==> src/rtl/gpio_pkg.sv <==
`timescale 1ns/1ps
package gpio_pkg;
  localparam int GPIO_ADDR_W = 3;

  typedef enum logic [GPIO_ADDR_W-1:0] {
    RG_DIR = 3'd0,
    RG_OUT = 3'd1,
    RG_TGL = 3'd2,
    RG_PUE = 3'd3,
    RG_CTL = 3'd4
  } gpio_reg_e;

  localparam int CTL_BBM_BIT = 0;
endpackage

==> src/rtl/gpio_rst_sync.sv <==
`timescale 1ns/1ps
module gpio_rst_sync #(
  parameter int STAGES = 2
) (
  input  logic clk,
  input  logic rst_n,
  output logic rst_sync_n
);
  logic [STAGES-1:0] chain_q;
  logic [STAGES-1:0] chain_nxt;

  always_comb begin
    chain_nxt = {chain_q[STAGES-2:0], 1'b1};
  end

  always_ff @(posedge clk or negedge rst_n) begin
    if (!rst_n) chain_q <= '0;
    else        chain_q <= chain_nxt;
  end

  assign rst_sync_n = chain_q[STAGES-1];
endmodule

==> src/rtl/gpio_reg_file.sv <==
`timescale 1ns/1ps
module gpio_reg_file
  import gpio_pkg::*;
#(
  parameter int PIN_W = 8
) (
  input  logic                   clk,
  input  logic                   rst_n,
  input  logic                   wr_en,
  input  logic [GPIO_ADDR_W-1:0] addr,
  input  logic [PIN_W-1:0]       wdata,
  output logic [PIN_W-1:0]       dir_q,
  output logic [PIN_W-1:0]       out_q,
  output logic [PIN_W-1:0]       pue_q,
  output logic                   bbm_q
);
  logic             dir_en, out_en, pue_en, ctl_en;
  logic [PIN_W-1:0] out_nxt;

  always_comb begin
    dir_en  = wr_en && (addr == RG_DIR);
    pue_en  = wr_en && (addr == RG_PUE);
    ctl_en  = wr_en && (addr == RG_CTL);
    out_en  = wr_en && ((addr == RG_OUT) || (addr == RG_TGL));
    out_nxt = (addr == RG_TGL) ? (out_q ^ wdata) : wdata;
  end

  always_ff @(posedge clk or negedge rst_n) begin
    if (!rst_n) begin
      dir_q <= '0;
      out_q <= '0;
      pue_q <= '0;
      bbm_q <= 1'b0;
    end else begin
      if (dir_en) dir_q <= wdata;
      if (out_en) out_q <= out_nxt;
      if (pue_en) pue_q <= wdata;
      if (ctl_en) bbm_q <= wdata[CTL_BBM_BIT];
    end
  end
endmodule

==> src/rtl/gpio_pin_drive.sv <==
`timescale 1ns/1ps
module gpio_pin_drive #(
  parameter int PIN_W = 8
) (
  input  logic             clk,
  input  logic             rst_n,
  input  logic [PIN_W-1:0] dir_q,
  input  logic             bbm_q,
  output logic [PIN_W-1:0] oe
);
  for (genvar i = 0; i < PIN_W; i++) begin : g_pin
    logic dir_d;

    always_ff @(posedge clk or negedge rst_n) begin
      if (!rst_n) dir_d <= 1'b0;
      else        dir_d <= dir_q[i];
    end

    assign oe[i] = dir_q[i] & (~bbm_q | dir_d);
  end
endmodule

==> src/rtl/gpio_port_ctrl.sv <==
`timescale 1ns/1ps
module gpio_port_ctrl
  import gpio_pkg::*;
#(
  parameter int PIN_W = 8
) (
  input  logic                   clk,
  input  logic                   rst_n,
  input  logic                   wr_en,
  input  logic [GPIO_ADDR_W-1:0] addr,
  input  logic [PIN_W-1:0]       wdata,
  output logic [PIN_W-1:0]       rdata,
  output logic [PIN_W-1:0]       pad_oe,
  output logic [PIN_W-1:0]       pad_out,
  output logic [PIN_W-1:0]       pad_pu
);
  logic             rst_int_n;
  logic [PIN_W-1:0] dir_q, out_q, pue_q, oe_int;
  logic             bbm_q;

  gpio_rst_sync #(.STAGES(2)) u_rst (
    .clk(clk), .rst_n(rst_n), .rst_sync_n(rst_int_n)
  );

  gpio_reg_file #(.PIN_W(PIN_W)) u_regs (
    .clk(clk), .rst_n(rst_int_n), .wr_en(wr_en), .addr(addr), .wdata(wdata),
    .dir_q(dir_q), .out_q(out_q), .pue_q(pue_q), .bbm_q(bbm_q)
  );

  gpio_pin_drive #(.PIN_W(PIN_W)) u_drv (
    .clk(clk), .rst_n(rst_int_n), .dir_q(dir_q), .bbm_q(bbm_q), .oe(oe_int)
  );

  always_comb begin
    rdata = '0;
    case (addr)
      RG_DIR:  rdata = dir_q;
      RG_OUT:  rdata = out_q;
      RG_PUE:  rdata = pue_q;
      RG_CTL:  rdata[CTL_BBM_BIT] = bbm_q;
      default: rdata = '0;
    endcase
  end

  assign pad_oe  = oe_int;
  assign pad_out = out_q;
  assign pad_pu  = pue_q;
endmodule

==> config.mk <==
export PLATFORM = sky130hd
export DESIGN_NAME = gpio_port_ctrl
export DESIGN_NICKNAME = d
export VERILOG_FILES = /design/src/rtl/gpio_pkg.sv /design/src/rtl/gpio_rst_sync.sv /design/src/rtl/gpio_reg_file.sv /design/src/rtl/gpio_pin_drive.sv /design/src/rtl/gpio_port_ctrl.sv
export SDC_FILE = /design/constraint.sdc
export NUM_CORES = 1
export LEC_CHECK = 0
export CAP_MARGIN = 5
export CORE_MARGIN = 2
export CORE_UTILIZATION = 54
export CTS_BUF_LIST = sky130_fd_sc_hd__clkbuf_2 sky130_fd_sc_hd__clkbuf_4 sky130_fd_sc_hd__clkbuf_8
export CTS_CLUSTER_SIZE = 12
export DETAILED_ROUTE_END_ITERATION = 8
export PLACE_DENSITY = 0.86
export SLEW_MARGIN = 5
export SYNTH_ARGS = -nofsm -noshare
export SYNTH_HDL_FRONTEND = slang
export SYNTH_SLANG_ARGS = --single-unit
==> constraint.sdc <==
create_clock -name clk -period 3.66 [get_ports clk]
set_clock_uncertainty 0.15 [all_clocks]
set_input_delay 0.732 -clock clk [delete_from_list [all_inputs] [get_ports clk]]
set_output_delay 0.732 -clock clk [all_outputs]
set_load 0.03 [all_outputs]
==> Implementation_results.wiki <==
{| class="wikitable"
! Metric !! Value
|-
| Global-route met2 utilization || 0.429
|-
| Logic depth of the worst register-to-register path || 1
|-
| Placed insts || ~230
|-
| Number of nets in the layout || 205
|-
| Hold-fix buffers at CTS || 0
|-
| Endpoint required time on the critical path || approximately 2800 ps
|-
| Sequential area share after synthesis || 0.507
|-
| Class of the most critical hold timing path || reg -> async
|-
| Endpoint type of the worst setup path || output port
|-
| Via count of the first global-routing pass || 1,429
|-
| CP max stage cell || clkdlybuf4s50_1
|-
| Kind of start point of the critical path || input port
|-
| Area added between synthesis and finish || 32.6%
|-
| Starting density of the core || 0.566
|-
| Buffer type at the clock tree root || clkbuf_4
|-
| Simple-Gate Fraction of Synth Area || 0.103
|-
| Area share of the largest cell type after synthesis || 0.507
|-
| Overall fraction of global-route tracks in use || 0.261
|-
| Post-synthesis share of cell area spent on full adders, half adders and majority gates || 0
|-
| Share of layout cells above drive strength 1 || 0.208
|-
| Crit Path Category || in -> out
|-
| Fraction of registers with async set or reset after synthesis || 1.00
|-
| Number of storage elements in the synthesis netlist || 35
|-
| Outcome || finished, final reports clean
|-
| Count of clock tree sinks || 35
|-
| CORE AREA || 3050 um^2
|-
| Number of instances in the synthesized netlist || 144
|-
| Critical-path maximum fanout || 9
|-
| Global routing's busiest layer || met2
|-
| Worst-margin pin slew || 513 ps
|-
| Finished Layout Cells || about 240
|-
| Synth unique cells || 28
|-
| Maximum number of pins on one net before global-route repair || 34
|-
| Routability congestion estimate || 0.794
|-
| Count of antenna diodes in the layout || 0
|-
| Sum of overflow across all layers after global routing || 0
|-
| Maximum buffer depth of the clock tree || 2
|-
| Antenna violations before repair || 0
|-
| Post-synth design cell area || 1730 um^2
|-
| Crit path time final || roughly 3300 ps
|-
| Boundary pin count || 46
|-
| Buffers on Ports || 45
|-
| Critical-path cell list || clkdlybuf4s50_1 -> buf_4 -> nand2_2 -> nor3b_1 -> a311o_1 -> buf_4
|-
| Setup-failing EPs final || 0
|-
| Horiz. Die Dim || 60.6 um
|-
| Detailed-routing iteration count for the pre-antenna-repair pass || 4
|-
| Clock buffers created by TritonCTS || 5
|-
| Reg power frac || 0.385
|-
| Slowest stage delay, CP || ~630 ps
|-
| Die H || 60.6 um
|-
| Number of cells on the critical path || 6
|-
| Arrival time reported for the critical path endpoint || 2400 ps
|-
| Max transition margin || 0.657
|-
| Post-DP HPWL || a little under 3 mm
|-
| Number of filler cells placed in the layout || around 210
|-
| Setup slack, reg-to-reg || 2530 ps
|-
| Number of flops mapped to enable cells by yosys || 0
|-
| Row count || 20
|-
| Power density over the cells || approximately 620 nW/um^2
|-
| Final count of pins violating max slew || 0
|-
| Setup crit start || addr[0]
|-
| Worst Setup EP || rdata[0]
|-
| Worst-path clk slew || 110 ps
|-
| Net Sw Frac || 0.348
|-
| Routed wire length || 4.32 mm
|-
| Die Outline Area || 3670 um^2
|-
| Power Internal || 0.927 mW
|-
| Post-synth top area cell || dfrtp_1
|-
| Post-route cell area || roughly 2300 um^2
|-
| Total count of hold-check failures in the final report || 0
|-
| DR vias || approximately 1.4k
|-
| Mapped Nets || 158
|-
| Most frequent cells after synthesis || dfrtp_1 (35), mux2_4 (16), nor2_1 (15)
|-
| R2R Path End || u_regs.bbm_q$_DFFE_PN0P_
|-
| Met1 usage in global routing || 0.309
|-
| Compound-Gate Fraction of Synth Area || 0.140
|-
| Post-route ant nets || 0
|-
| CTS tree || yes
|-
| DR iter-0 viols || 58
|-
| Dpl cell area || 2190 um^2
|-
| CTS-repair resized insts || 0
|-
| Core Util, Final || 0.751
|-
| Highest Clock Rate || 304 MHz
|-
| Logic pwr share || 0.366
|-
| Wire length of the first global-routing pass || 6.78 mm
|-
| Dominant combinational cell family by area after synthesis || multiplexers
|-
| DRC Markers || 0
|-
| Reg-to-reg critical path startpoint || u_regs.bbm_q$_DFFE_PN0P_
|-
| Ratio of final minimum period to clock period || 0.897
|-
| Main flop type after synthesis || dfrtp_1
|-
| Clock power share || 0.249
|-
| Post-CTS setup repair buffer count || 0
|-
| Top area cells in the synthesized netlist || dfrtp_1 (51%), mux2_4 (14%), mux2_1 (5.2%)
|-
| Library cell appearing most often on the critical path || buf_4
|-
| Maximum vdd drop || 0.463 mV
|-
| Worst-Skew Late Latency || 350 ps
|-
| Buffer and inverter count on the worst path || 3
|-
| Unrepaired setup endpoints after global routing || false
|-
| Largest delay contributor family on the critical path || buffers and inverters
|-
| Max-capacitance violation count || 0
|-
| Proportion of synthesized area in mux cells || 0.197
|-
| Most frequent cell after synthesis || dfrtp_1
|-
| Post-Route Setup TNS || 0 ps
|-
| Post-DR vias/cell || 6.04
|-
| Wire per inst || 18.3 um
|-
| Number of warnings printed during yosys synthesis || 0
|-
| Leakage power || 1.02 nW
|-
| Parity-gate share of the synthesized area counting xor and xnor cells || 0
|-
| H-tree depth reported by CTS || 2
|-
| Net load switching power || around 0.5 mW
|-
| GR Layer Usage met3 || 0.0597
|-
| Synthesized area per cell || 12.0 um^2
|}
==> power by group through the flow <==
stage | Sequential, mW | Combinational [mW] | Clock, mW
after floorplan | 0.617 | 0.239 | 0
final | 0.548 | 0.520 | 0.353
after global routing | 0.559 | 0.548 | 0.378
after global placement | 0.546 | 0.506 | 0
after CTS | 0.547 | 0.522 | 0.356
after detailed placement | 0.553 | 0.517 | 0
==> routing by layer <==
| layer | vias up | routed length, um |
|---|---|---|
| met1 | 704 | 1650 |
| met5 | - | 0 |
| met4 | 0 | 162 |
| li1 | 616 | - |
| met3 | 23 | 339 |
| met2 | 82 | 2160 |
==> kinds of logic (layout without fill, tap and decap cells) <==
| group | after synthesis | count (layout) |
|---|---|---|
| AO/OA/AOI/OAI | 32 | 32 |
| multiplexers | 25 | 25 |
| flip-flops | 35 | 35 |
| buffers and inverters | 17 | 65 |
| AND/OR/NAND/NOR | 34 | 34 |
| other | 1 | 1 |
==> cell type report <==
class                      instances  area, um^2  area share
timing repair buffer              49         460       0.201
multi-input combinational         92         766       0.334
inverter                           8        30.0      0.0131
clock buffer                       5        37.5      0.0164
sequential                        35         876       0.382
tap                               44        55.1      0.0240
clock inverter                     3        67.6      0.0295
==> registers in the layout, indices dropped and copies added, names as in the netlist <==
name               count
u_regs.bbm_q           1
u_drv.g_pin.dir_d      8
u_regs.pue_q           8
u_rst.chain_q          2
u_regs.dir_q           8
u_regs.out_q           8
==> cells in the final DEF (no fill, tap or decap), types with 8 or more instances in the layout <==
cell             instances
a21boi_1                 8
a41oi_1                  8
buf_4                   12
clkdlybuf4s50_1         37
dfrtp_1                 35
inv_1                    8
mux2_1                   8
mux2_4                  16
nand2_1                  8
nor2_1                  15
o22ai_1                  8
==> how the worst min path moves through the flow <==
stage | start | end | cells after the start
6_report | u_rst.chain_q[1]$_DFF_PN0_ | u_drv.g_pin[6].dir_d$_DFF_PN0_ | 1
5_1_grt | u_rst.chain_q[1]$_DFF_PN0_ | u_drv.g_pin[5].dir_d$_DFF_PN0_ | 1
4_1_cts | u_rst.chain_q[1]$_DFF_PN0_ | u_drv.g_pin[3].dir_d$_DFF_PN0_ | 1
3_5_place_dp | u_rst.chain_q[1]$_DFF_PN0_ | u_drv.g_pin[3].dir_d$_DFF_PN0_ | 1
3_3_place_gp | u_rst.chain_q[1]$_DFF_PN0_ | u_drv.g_pin[3].dir_d$_DFF_PN0_ | 1
2_1_floorplan | u_rst.chain_q[0]$_DFF_PN0_ | u_rst.chain_q[1]$_DFF_PN0_ | 0
==> through the flow <==
stage | hold slack [ps] | worst slack, ps | total power, mW
detailed placement | 122 | 406 | 1.07
CTS | 134 | 394 | 1.43
floorplan | 181 | 1190 | 0.855
global placement | 118 | 454 | 1.05
finish | 115 | 376 | 1.42
global route | 184 | 296 | 1.49
(Power assumes the default switching activity.)
